File: src/rtl/hbus_pkg.sv
package hbus_pkg;

   localparam logic [7:0] IDX_INTCTL    = 8'h00;
   localparam logic [7:0] IDX_BUSCTL2   = 8'h01;
   localparam logic [7:0] IDX_CAMADR_LO = 8'h04;
   localparam logic [7:0] IDX_CAMADR_HI = 8'h05;
   localparam logic [7:0] IDX_CAMDATA   = 8'h06;
   localparam logic [7:0] IDX_BUSCTL    = 8'h07;
   localparam logic [7:0] IDX_PIDADR_LO = 8'h08;
   localparam logic [7:0] IDX_PIDADR_HI = 8'h09;
   localparam logic [7:0] IDX_PIDDATA   = 8'h0A;
   localparam logic [7:0] IDX_DIV_A     = 8'h0C;
   localparam logic [7:0] IDX_DIV_B     = 8'h0D;
   localparam logic [7:0] IDX_REV       = 8'h0F;

   localparam logic [1:0] EXT_CAMDATA = 2'd0;
   localparam logic [1:0] EXT_BUSCTL  = 2'd1;
   localparam logic [1:0] EXT_PIDDATA = 2'd2;

   typedef struct packed {
      logic       is_ext;
      logic [1:0] code;
   } ext_dec_t;

   function automatic ext_dec_t ext_decode(input logic [7:0] idx);
      ext_dec_t d;
      d.is_ext = 1'b1;
      d.code   = EXT_CAMDATA;
      case (idx)
         IDX_CAMDATA: d.code = EXT_CAMDATA;
         IDX_BUSCTL:  d.code = EXT_BUSCTL;
         IDX_PIDDATA: d.code = EXT_PIDDATA;
         default:     d.is_ext = 1'b0;
      endcase
      return d;
   endfunction

endpackage

File: src/rtl/hbus_sync.sv
module hbus_sync #(
   parameter int         STAGES    = 2,
   parameter int         N         = 3,
   parameter logic [N-1:0] RESET_VAL = '1
) (
   input  logic         clk,
   input  logic         rst_n,
   input  logic [N-1:0] async_i,
   output logic [N-1:0] sync_o
);
   logic [N-1:0] stg [STAGES];

   if (STAGES < 2) begin : g_bad_stages
      $error("hbus_sync: STAGES must be at least 2");
   end

   always_ff @(posedge clk or negedge rst_n) begin
      if (!rst_n) stg[0] <= RESET_VAL;
      else        stg[0] <= async_i;
   end

   for (genvar g = 1; g < STAGES; g++) begin : g_chain
      always_ff @(posedge clk or negedge rst_n) begin
         if (!rst_n) stg[g] <= RESET_VAL;
         else        stg[g] <= stg[g-1];
      end
   end

   assign sync_o = stg[STAGES-1];
endmodule

File: src/rtl/hbus_strobe.sv
module hbus_strobe (
   input  logic clk,
   input  logic rst_n,
   input  logic cs_n_s,
   input  logic wr_n_s,
   input  logic rd_n_s,
   output logic wr_go,
   output logic rd_go,
   output logic rd_active
);
   logic wr_act, rd_act;
   logic wr_prev, rd_prev;

   // a write strobe takes precedence if both strobes are low
   assign wr_act = ~cs_n_s & ~wr_n_s;
   assign rd_act = ~cs_n_s & ~rd_n_s & wr_n_s;

   always_ff @(posedge clk or negedge rst_n) begin
      if (!rst_n) begin
         wr_prev <= 1'b0;
         rd_prev <= 1'b0;
      end else begin
         wr_prev <= wr_act;
         rd_prev <= rd_act;
      end
   end

   assign wr_go     = wr_act & ~wr_prev;
   assign rd_go     = rd_act & ~rd_prev;
   assign rd_active = rd_act;
endmodule

File: src/rtl/hbus_wait.sv
module hbus_wait #(
   parameter int WAIT_CYC = 4
) (
   input  logic clk,
   input  logic rst_n,
   input  logic start,
   output logic busy_n,
   output logic last
);
   localparam int CW = $clog2(WAIT_CYC + 1);

   logic [CW-1:0] cnt;

   always_ff @(posedge clk or negedge rst_n) begin
      if (!rst_n)             cnt <= '0;
      else if (start)         cnt <= CW'(WAIT_CYC);
      else if (cnt != '0)     cnt <= cnt - CW'(1);
   end

   assign busy_n = (cnt != '0);
   assign last   = (cnt == CW'(1));
endmodule

File: src/rtl/hbus_irq.sv
module hbus_irq (
   input  logic clk,
   input  logic rst_n,
   input  logic event_i,
   input  logic clr_i,
   input  logic en_i,
   output logic pend_o,
   output logic irq_n_o
);
   always_ff @(posedge clk or negedge rst_n) begin
      if (!rst_n)       pend_o <= 1'b0;
      else if (event_i) pend_o <= 1'b1;
      else if (clr_i)   pend_o <= 1'b0;
   end

   assign irq_n_o = ~(pend_o & en_i);
endmodule

File: src/rtl/hbus_regs.sv
module hbus_regs
   import hbus_pkg::*;
#(
   parameter logic [7:0] REV        = 8'h15,
   parameter int         IRQ_EN_BIT = 6
) (
   input  logic        clk,
   input  logic        rst_n,
   input  logic        wr_go,
   input  logic        rd_go,
   input  logic        rd_last,
   input  logic        sel,
   input  logic [7:0]  din,
   input  logic        irq_pend,
   input  logic [7:0]  ext_rdata,
   output logic [7:0]  dout,
   output logic        irq_en,
   output logic        irq_clr,
   output logic [1:0]  ts_en,
   output logic [1:0]  tuner_rst_n,
   output logic [15:0] cam_addr,
   output logic [15:0] pid_addr,
   output logic [7:0]  div_a,
   output logic [7:0]  div_b,
   output logic        ext_wr,
   output logic        ext_rd,
   output logic [1:0]  ext_sel,
   output logic [7:0]  ext_wdata
);
   logic [7:0] idx_q;
   logic [7:1] intctl_q;
   logic [7:0] bc2_q;
   logic [7:0] cam_lo_q, cam_hi_q, pid_lo_q, pid_hi_q, div_a_q, div_b_q;
   logic       rd_ext_q;
   logic [7:0] local_rd;
   ext_dec_t   dec;

   assign dec = ext_decode(idx_q);

   always_comb begin
      case (idx_q)
         IDX_INTCTL:    local_rd = {intctl_q, irq_pend};
         IDX_BUSCTL2:   local_rd = bc2_q;
         IDX_CAMADR_LO: local_rd = cam_lo_q;
         IDX_CAMADR_HI: local_rd = cam_hi_q;
         IDX_PIDADR_LO: local_rd = pid_lo_q;
         IDX_PIDADR_HI: local_rd = pid_hi_q;
         IDX_DIV_A:     local_rd = div_a_q;
         IDX_DIV_B:     local_rd = div_b_q;
         IDX_REV:       local_rd = REV;
         default:       local_rd = 8'h00;
      endcase
   end

   // register index latch and local register writes
   always_ff @(posedge clk or negedge rst_n) begin
      if (!rst_n) begin
         idx_q    <= '0;
         intctl_q <= '0;
         bc2_q    <= '0;
         cam_lo_q <= '0;
         cam_hi_q <= '0;
         pid_lo_q <= '0;
         pid_hi_q <= '0;
         div_a_q  <= '0;
         div_b_q  <= '0;
      end else if (wr_go) begin
         if (sel) begin
            idx_q <= din;
         end else begin
            case (idx_q)
               IDX_INTCTL:    intctl_q <= din[7:1];
               IDX_BUSCTL2:   bc2_q    <= din;
               IDX_CAMADR_LO: cam_lo_q <= din;
               IDX_CAMADR_HI: cam_hi_q <= din;
               IDX_PIDADR_LO: pid_lo_q <= din;
               IDX_PIDADR_HI: pid_hi_q <= din;
               IDX_DIV_A:     div_a_q  <= din;
               IDX_DIV_B:     div_b_q  <= din;
               default: ;
            endcase
         end
      end
   end

   // forwarding port and read data path
   always_ff @(posedge clk or negedge rst_n) begin
      if (!rst_n) begin
         ext_wr    <= 1'b0;
         ext_rd    <= 1'b0;
         ext_sel   <= '0;
         ext_wdata <= '0;
         rd_ext_q  <= 1'b0;
         dout      <= '0;
      end else begin
         ext_wr <= 1'b0;
         ext_rd <= 1'b0;
         if (wr_go) begin
            rd_ext_q <= 1'b0;
            if (!sel && dec.is_ext) begin
               ext_wr    <= 1'b1;
               ext_sel   <= dec.code;
               ext_wdata <= din;
            end
         end else if (rd_go) begin
            if (sel) begin
               dout     <= idx_q;
               rd_ext_q <= 1'b0;
            end else begin
               dout     <= local_rd;
               rd_ext_q <= dec.is_ext;
               if (dec.is_ext) begin
                  ext_rd  <= 1'b1;
                  ext_sel <= dec.code;
               end
            end
         end else if (rd_last && rd_ext_q) begin
            dout     <= ext_rdata;
            rd_ext_q <= 1'b0;
         end
      end
   end

   assign irq_clr     = rd_go & ~sel & (idx_q == IDX_INTCTL);
   assign irq_en      = intctl_q[IRQ_EN_BIT];
   assign ts_en       = bc2_q[5:4];
   assign tuner_rst_n = bc2_q[3:2];
   assign cam_addr    = {cam_hi_q, cam_lo_q};
   assign pid_addr    = {pid_hi_q, pid_lo_q};
   assign div_a       = div_a_q;
   assign div_b       = div_b_q;
endmodule

File: src/rtl/hbus_regif.sv
module hbus_regif #(
   parameter int         DW          = 8,
   parameter int         SYNC_STAGES = 2,
   parameter int         WAIT_CYC    = 4,
   parameter logic [7:0] REV         = 8'h15,
   parameter int         IRQ_EN_BIT  = 6
) (
   input  logic        clk,
   input  logic        rst_n,
   input  logic        bus_cs_n,
   input  logic        bus_wr_n,
   input  logic        bus_rd_n,
   input  logic        bus_sel,
   input  logic [7:0]  bus_din,
   output logic [7:0]  bus_dout,
   output logic        bus_oe,
   output logic        bus_rdy_n,
   input  logic        irq_event,
   output logic        irq_n,
   output logic [1:0]  ts_en,
   output logic [1:0]  tuner_rst_n,
   output logic [15:0] cam_addr,
   output logic [15:0] pid_addr,
   output logic [7:0]  div_a,
   output logic [7:0]  div_b,
   output logic        ext_wr,
   output logic        ext_rd,
   output logic [1:0]  ext_sel,
   output logic [7:0]  ext_wdata,
   input  logic [7:0]  ext_rdata
);
   localparam int NSTB = 3;

   if (DW != 8) begin : g_bad_dw
      $error("hbus_regif: the register map assumes an 8-bit bus");
   end
   if (WAIT_CYC < 2) begin : g_bad_wait
      $error("hbus_regif: WAIT_CYC must be at least 2");
   end
   if (IRQ_EN_BIT < 1 || IRQ_EN_BIT > 7) begin : g_bad_irqbit
      $error("hbus_regif: IRQ_EN_BIT must be within 7:1");
   end

   logic [NSTB-1:0] stb_s;
   logic wr_go, rd_go, rd_active, rd_last;
   logic irq_clr, irq_en, irq_pend;

   hbus_sync #(.STAGES(SYNC_STAGES), .N(NSTB), .RESET_VAL('1)) u_sync (
      .clk     (clk),
      .rst_n   (rst_n),
      .async_i ({bus_cs_n, bus_wr_n, bus_rd_n}),
      .sync_o  (stb_s)
   );

   hbus_strobe u_strobe (
      .clk       (clk),
      .rst_n     (rst_n),
      .cs_n_s    (stb_s[2]),
      .wr_n_s    (stb_s[1]),
      .rd_n_s    (stb_s[0]),
      .wr_go     (wr_go),
      .rd_go     (rd_go),
      .rd_active (rd_active)
   );

   hbus_wait #(.WAIT_CYC(WAIT_CYC)) u_wait (
      .clk    (clk),
      .rst_n  (rst_n),
      .start  (wr_go | rd_go),
      .busy_n (bus_rdy_n),
      .last   (rd_last)
   );

   hbus_regs #(.REV(REV), .IRQ_EN_BIT(IRQ_EN_BIT)) u_regs (
      .clk         (clk),
      .rst_n       (rst_n),
      .wr_go       (wr_go),
      .rd_go       (rd_go),
      .rd_last     (rd_last),
      .sel         (bus_sel),
      .din         (bus_din),
      .irq_pend    (irq_pend),
      .ext_rdata   (ext_rdata),
      .dout        (bus_dout),
      .irq_en      (irq_en),
      .irq_clr     (irq_clr),
      .ts_en       (ts_en),
      .tuner_rst_n (tuner_rst_n),
      .cam_addr    (cam_addr),
      .pid_addr    (pid_addr),
      .div_a       (div_a),
      .div_b       (div_b),
      .ext_wr      (ext_wr),
      .ext_rd      (ext_rd),
      .ext_sel     (ext_sel),
      .ext_wdata   (ext_wdata)
   );

   hbus_irq u_irq (
      .clk     (clk),
      .rst_n   (rst_n),
      .event_i (irq_event),
      .clr_i   (irq_clr),
      .en_i    (irq_en),
      .pend_o  (irq_pend),
      .irq_n_o (irq_n)
   );

   assign bus_oe = rd_active;
endmodule

File: config.mk
export PLATFORM = sky130hd
export DESIGN_NAME = hbus_regif
export DESIGN_NICKNAME = d
export VERILOG_FILES = /design/src/rtl/hbus_pkg.sv /design/src/rtl/hbus_sync.sv /design/src/rtl/hbus_strobe.sv /design/src/rtl/hbus_wait.sv /design/src/rtl/hbus_irq.sv /design/src/rtl/hbus_regs.sv /design/src/rtl/hbus_regif.sv
export SDC_FILE = /design/constraint.sdc
export NUM_CORES = 1
export LEC_CHECK = 0
export ABC_AREA = 1
export BUFFER_PORTS_ARGS = -buffer_cell sky130_fd_sc_hd__buf_2
export CORE_MARGIN = 10
export CORE_UTILIZATION = 45
export DETAILED_ROUTE_END_ITERATION = 6
export PLACE_DENSITY_LB_ADDON = 0.05
export SETUP_SLACK_MARGIN = 0.05
export SYNTH_ARGS = -nofsm -noshare
export SYNTH_HDL_FRONTEND = slang
export SYNTH_SLANG_ARGS = --single-unit
File: constraint.sdc
create_clock -name clk -period 1.55 [get_ports clk]
set_input_delay 0.465 -clock clk [delete_from_list [all_inputs] [get_ports clk]]
set_output_delay 0.465 -clock clk [all_outputs]
set_load 0.05 [all_outputs]
==> metrics.cfg <==
[run_status]
run_status=finished with violations
violations_in_the_final_reports=negative setup slack

[clocking]
clk-insertion-delay-late_ns=0.39
cts_htree_levels=3
cts_root_buf=sky130_fd_sc_hd__clkbuf_8
cts_made_buffers=9
cts_tree=built
clkTransAtPathRegs_ns=0.11
clkSinkCount=104
clock_path_buffers=2

[logic_synthesis]
seq_area_frac_synth=0.544
syn-cell-area_um2=4800
yosys.area.top_type=sky130_fd_sc_hd__dfrtp_1
synthesis.yosys.warnings=0
synthCells=582
ys_ff_latch=104
ys_types=28
synth_top_area_share=0.511
mapped_nets=608
post_synth.cell_area_avg_um2=8.25
synth.top_cells.by_area=sky130_fd_sc_hd__dfrtp_1 (51%), sky130_fd_sc_hd__nand2_1 (14%), sky130_fd_sc_hd__nand3_1 (6.0%), sky130_fd_sc_hd__o21ai_1 (6.0%), sky130_fd_sc_hd__inv_1 (3.9%)

[run]
timing.max_cap.violations=0

[critical_path]
cpMostUsedCell=sky130_fd_sc_hd__nand2_1
worstPathRequired_ns=1.83
startpoint_type=flip-flop
critical_path_peak_fanout=6
path_cells=nor2_2 > nand2_2 > buf_6 > clkinv_8 > buf_8 > clkbuf_16 > nand3_1 > nand2_1 > nor2_1 > nand3_1 > nand2_1 > nand2_1 > nand2_1 > nand2_1
cp_slowest_cell=sky130_fd_sc_hd__dfrtp_1
crit_path_max_incr_delay_ns=0.39
timing.critical_path.arrival_ns=2.14
endpoint_kind=flip-flop
worst-setup-path-type=reg2reg

[pwr]
power_density_over_the_cells_nw_per_um2=1020
p_seq_frac=0.388
irDropWorstVdd_v=0.000785
clockPowerShare=0.181
netSwitchingPower_mw=3.49
total_leakage_power_nw=4.08
swShare=0.400
internal_power_mw=5.25
p_comb_frac=0.431

[floorplanning]
initial_core_util=0.463
top_level_ports=98
design.core.area_um2=10400
row_count=37
die_width_um=123
die_area_um2=15200
floorplan_die_height_um=123

[final_layout]
layout.cells.most_common_list=sky130_fd_sc_hd__buf_4 (133), sky130_fd_sc_hd__nand2_1 (95), sky130_fd_sc_hd__dfrtp_1 (84)
area.growth.synth_to_final_pct=79.0
antenna-diode-count=0
drive_gt1_frac=0.607
final_common_cell=sky130_fd_sc_hd__buf_4
fin_util=0.829
num-nets-final=851

[sta]
worstMarginPinSlew_ns=0.561
finalWorstPathRequiredPeriod_ns=1.86
finalMaxSlewViolations=0
hold_ws_ns=0.162
rsz0062_at_grt=yes
report.final.hold_viol_count=0
slew_headroom=0.626
fin_crit_sh=1.20
timing.final.setup_violations=78
finalWorstSetupSlack_ns=-0.309
fmax_mhz=538
finalClockSkew_ns=0.0143

[grt]
grt_antenna_before_repair=0
global_route.usage.total=0.212
grt_pass1_wl_um=25000
grt_start_max_net_pins=36
global_route.overflow_total=0
grt_pass1_vias=4700

[place]
port-buffer-count=97
global_placement_routability_congestion=0.949
detailed_place_hpwl_um=10800

[drt]
ant_nets=0
wire_length_per_cell_after_detailed_routing_um=20.0
total_number_of_vias=5279
wl_um=19300
drt_drc_violations_left=0
first_iter_violations=412
detailed_router_iteration_count_before_antenna_repair=5
routed_via_density=5.46

[min_path]
worstHoldPathType=in2reg

worst max-delay path: cells and delay by family, from the launching register on:
kind	cells	cell delay, ns
AND/OR/NAND/NOR	10	0.87
buffers and inverters	4	0.48
flip-flops	1	0.39
power by group through the flow:
stage               combinational (mW)  clock, mW  sequential [mW]
floorplan                        0.850          0             3.93
global placement                  2.15          0             3.36
detailed placement                2.19          0             3.37
CTS                               2.93       1.59             3.34
global route                      3.96       1.70             3.42
finish                            3.77       1.58             3.39
Yosys cell counts, drive strengths merged:
library cell,number
clkinv,1
nand4,1
nor2,43
nand2,181
xnor2,1
ha,3
inv,51
clkbuf,7
o21ai,82
o31ai,2
dfrtp,98
buf,17
nor3b,2
nand3,65
nor3,4
dfstp,6
a21oi,17
a21o,1
through the flow:
step	instance area [um2]	std cells	worst slack, ns	power (mW)	TNS, ns
floorplan	4850	582	-0.288	4.78	-3.83
global placement	5880	850	-0.157	5.51	-2.97
detailed placement	5880	850	-0.143	5.56	-3.50
CTS	6910	895	-0.309	7.85	-6.19
global route	8600	966	-0.366	9.08	-14.82
finish	8600	966	-0.309	8.74	-8.31
worst paths after layout:
check                                   end  cells past startpoint  slack (ns)             from
max                          u_regs.dout[2]                     14       -0.31  u_regs.idx_q[7]
min                           u_sync.stg[5]                      1        0.16         bus_cs_n
max reg2reg                  u_regs.dout[2]                     14       -0.31  u_regs.idx_q[7]
min reg2reg                u_sync.sync_o[0]                      0        0.36    u_sync.stg[3]
max in group asynchronous    u_regs.dout[7]                      3        0.47            rst_n
min in group asynchronous   u_regs.bc2_q[6]                      2        0.49            rst_n
sequential cells by signal, summed over array words and instances, names as in the netlist:
name,count
u_regs.ext_wdata,8
u_regs.div_a,8
u_regs.intctl_q,7
u_regs.ext_rd,1
u_regs.rd_ext_q,1
u_regs.ext_wr,1
u_strobe.wr_prev,1
u_regs.ext_sel,2
u_regs.div_b,8
u_irq.pend_o,1
u_sync.stg,3
u_sync.sync_o,3
u_strobe.rd_prev,1
u_wait.cnt,3
u_regs.cam_lo_q,8
u_regs.pid_hi_q,8
u_regs.bc2_q,8
u_regs.pid_lo_q,8
u_regs.dout,8
u_regs.idx_q,8
u_regs.cam_hi_q,8
metal layers:
metal / track usage / share of wire
met2: 0.324 / 0.50
met5: 0 / 0
met4: 0.0888 / 0.034
met3: 0.0533 / 0.077
met1: 0.282 / 0.39
timing repair:
| action | CTS | global route |
|---|---|---|
| hold endpoints to repair | 16 | 0 |
| endpoints found under the setup margin | 138 | 144 |
| resized for setup | 179 | 294 |
| pin swaps | 35 | 54 |
| cloned | 7 | 14 |
| buffers inserted | 24 | 61 |
| hold buffers | 1 | 0 |
logic make-up (layout without fill, tap and decap cells):
family	Yosys count	after routing	share of synthesized area
and+or+nand+nor	296	300	0.269
DFF	104	104	0.544
AOI/OAI and AO/OA	102	102	0.108
buffers and inverters	76	320	0.0693
adders and majority gates	3	3	0.00782
xor gates and xnor gates	1	1	0.00182
area by class of cell:
cell class                      instances  area (um2)
Clock buffer                           11         131
Clock inverter                          5        32.5
Fill cell                             569        1770
Inverter                               52         208
Multi-Input combinational cell        406        2920
Sequential cell                       104        2630
Tap cell                              136         170
Timing Repair Buffer                  252        2510
(Power assumes the default switching activity.)
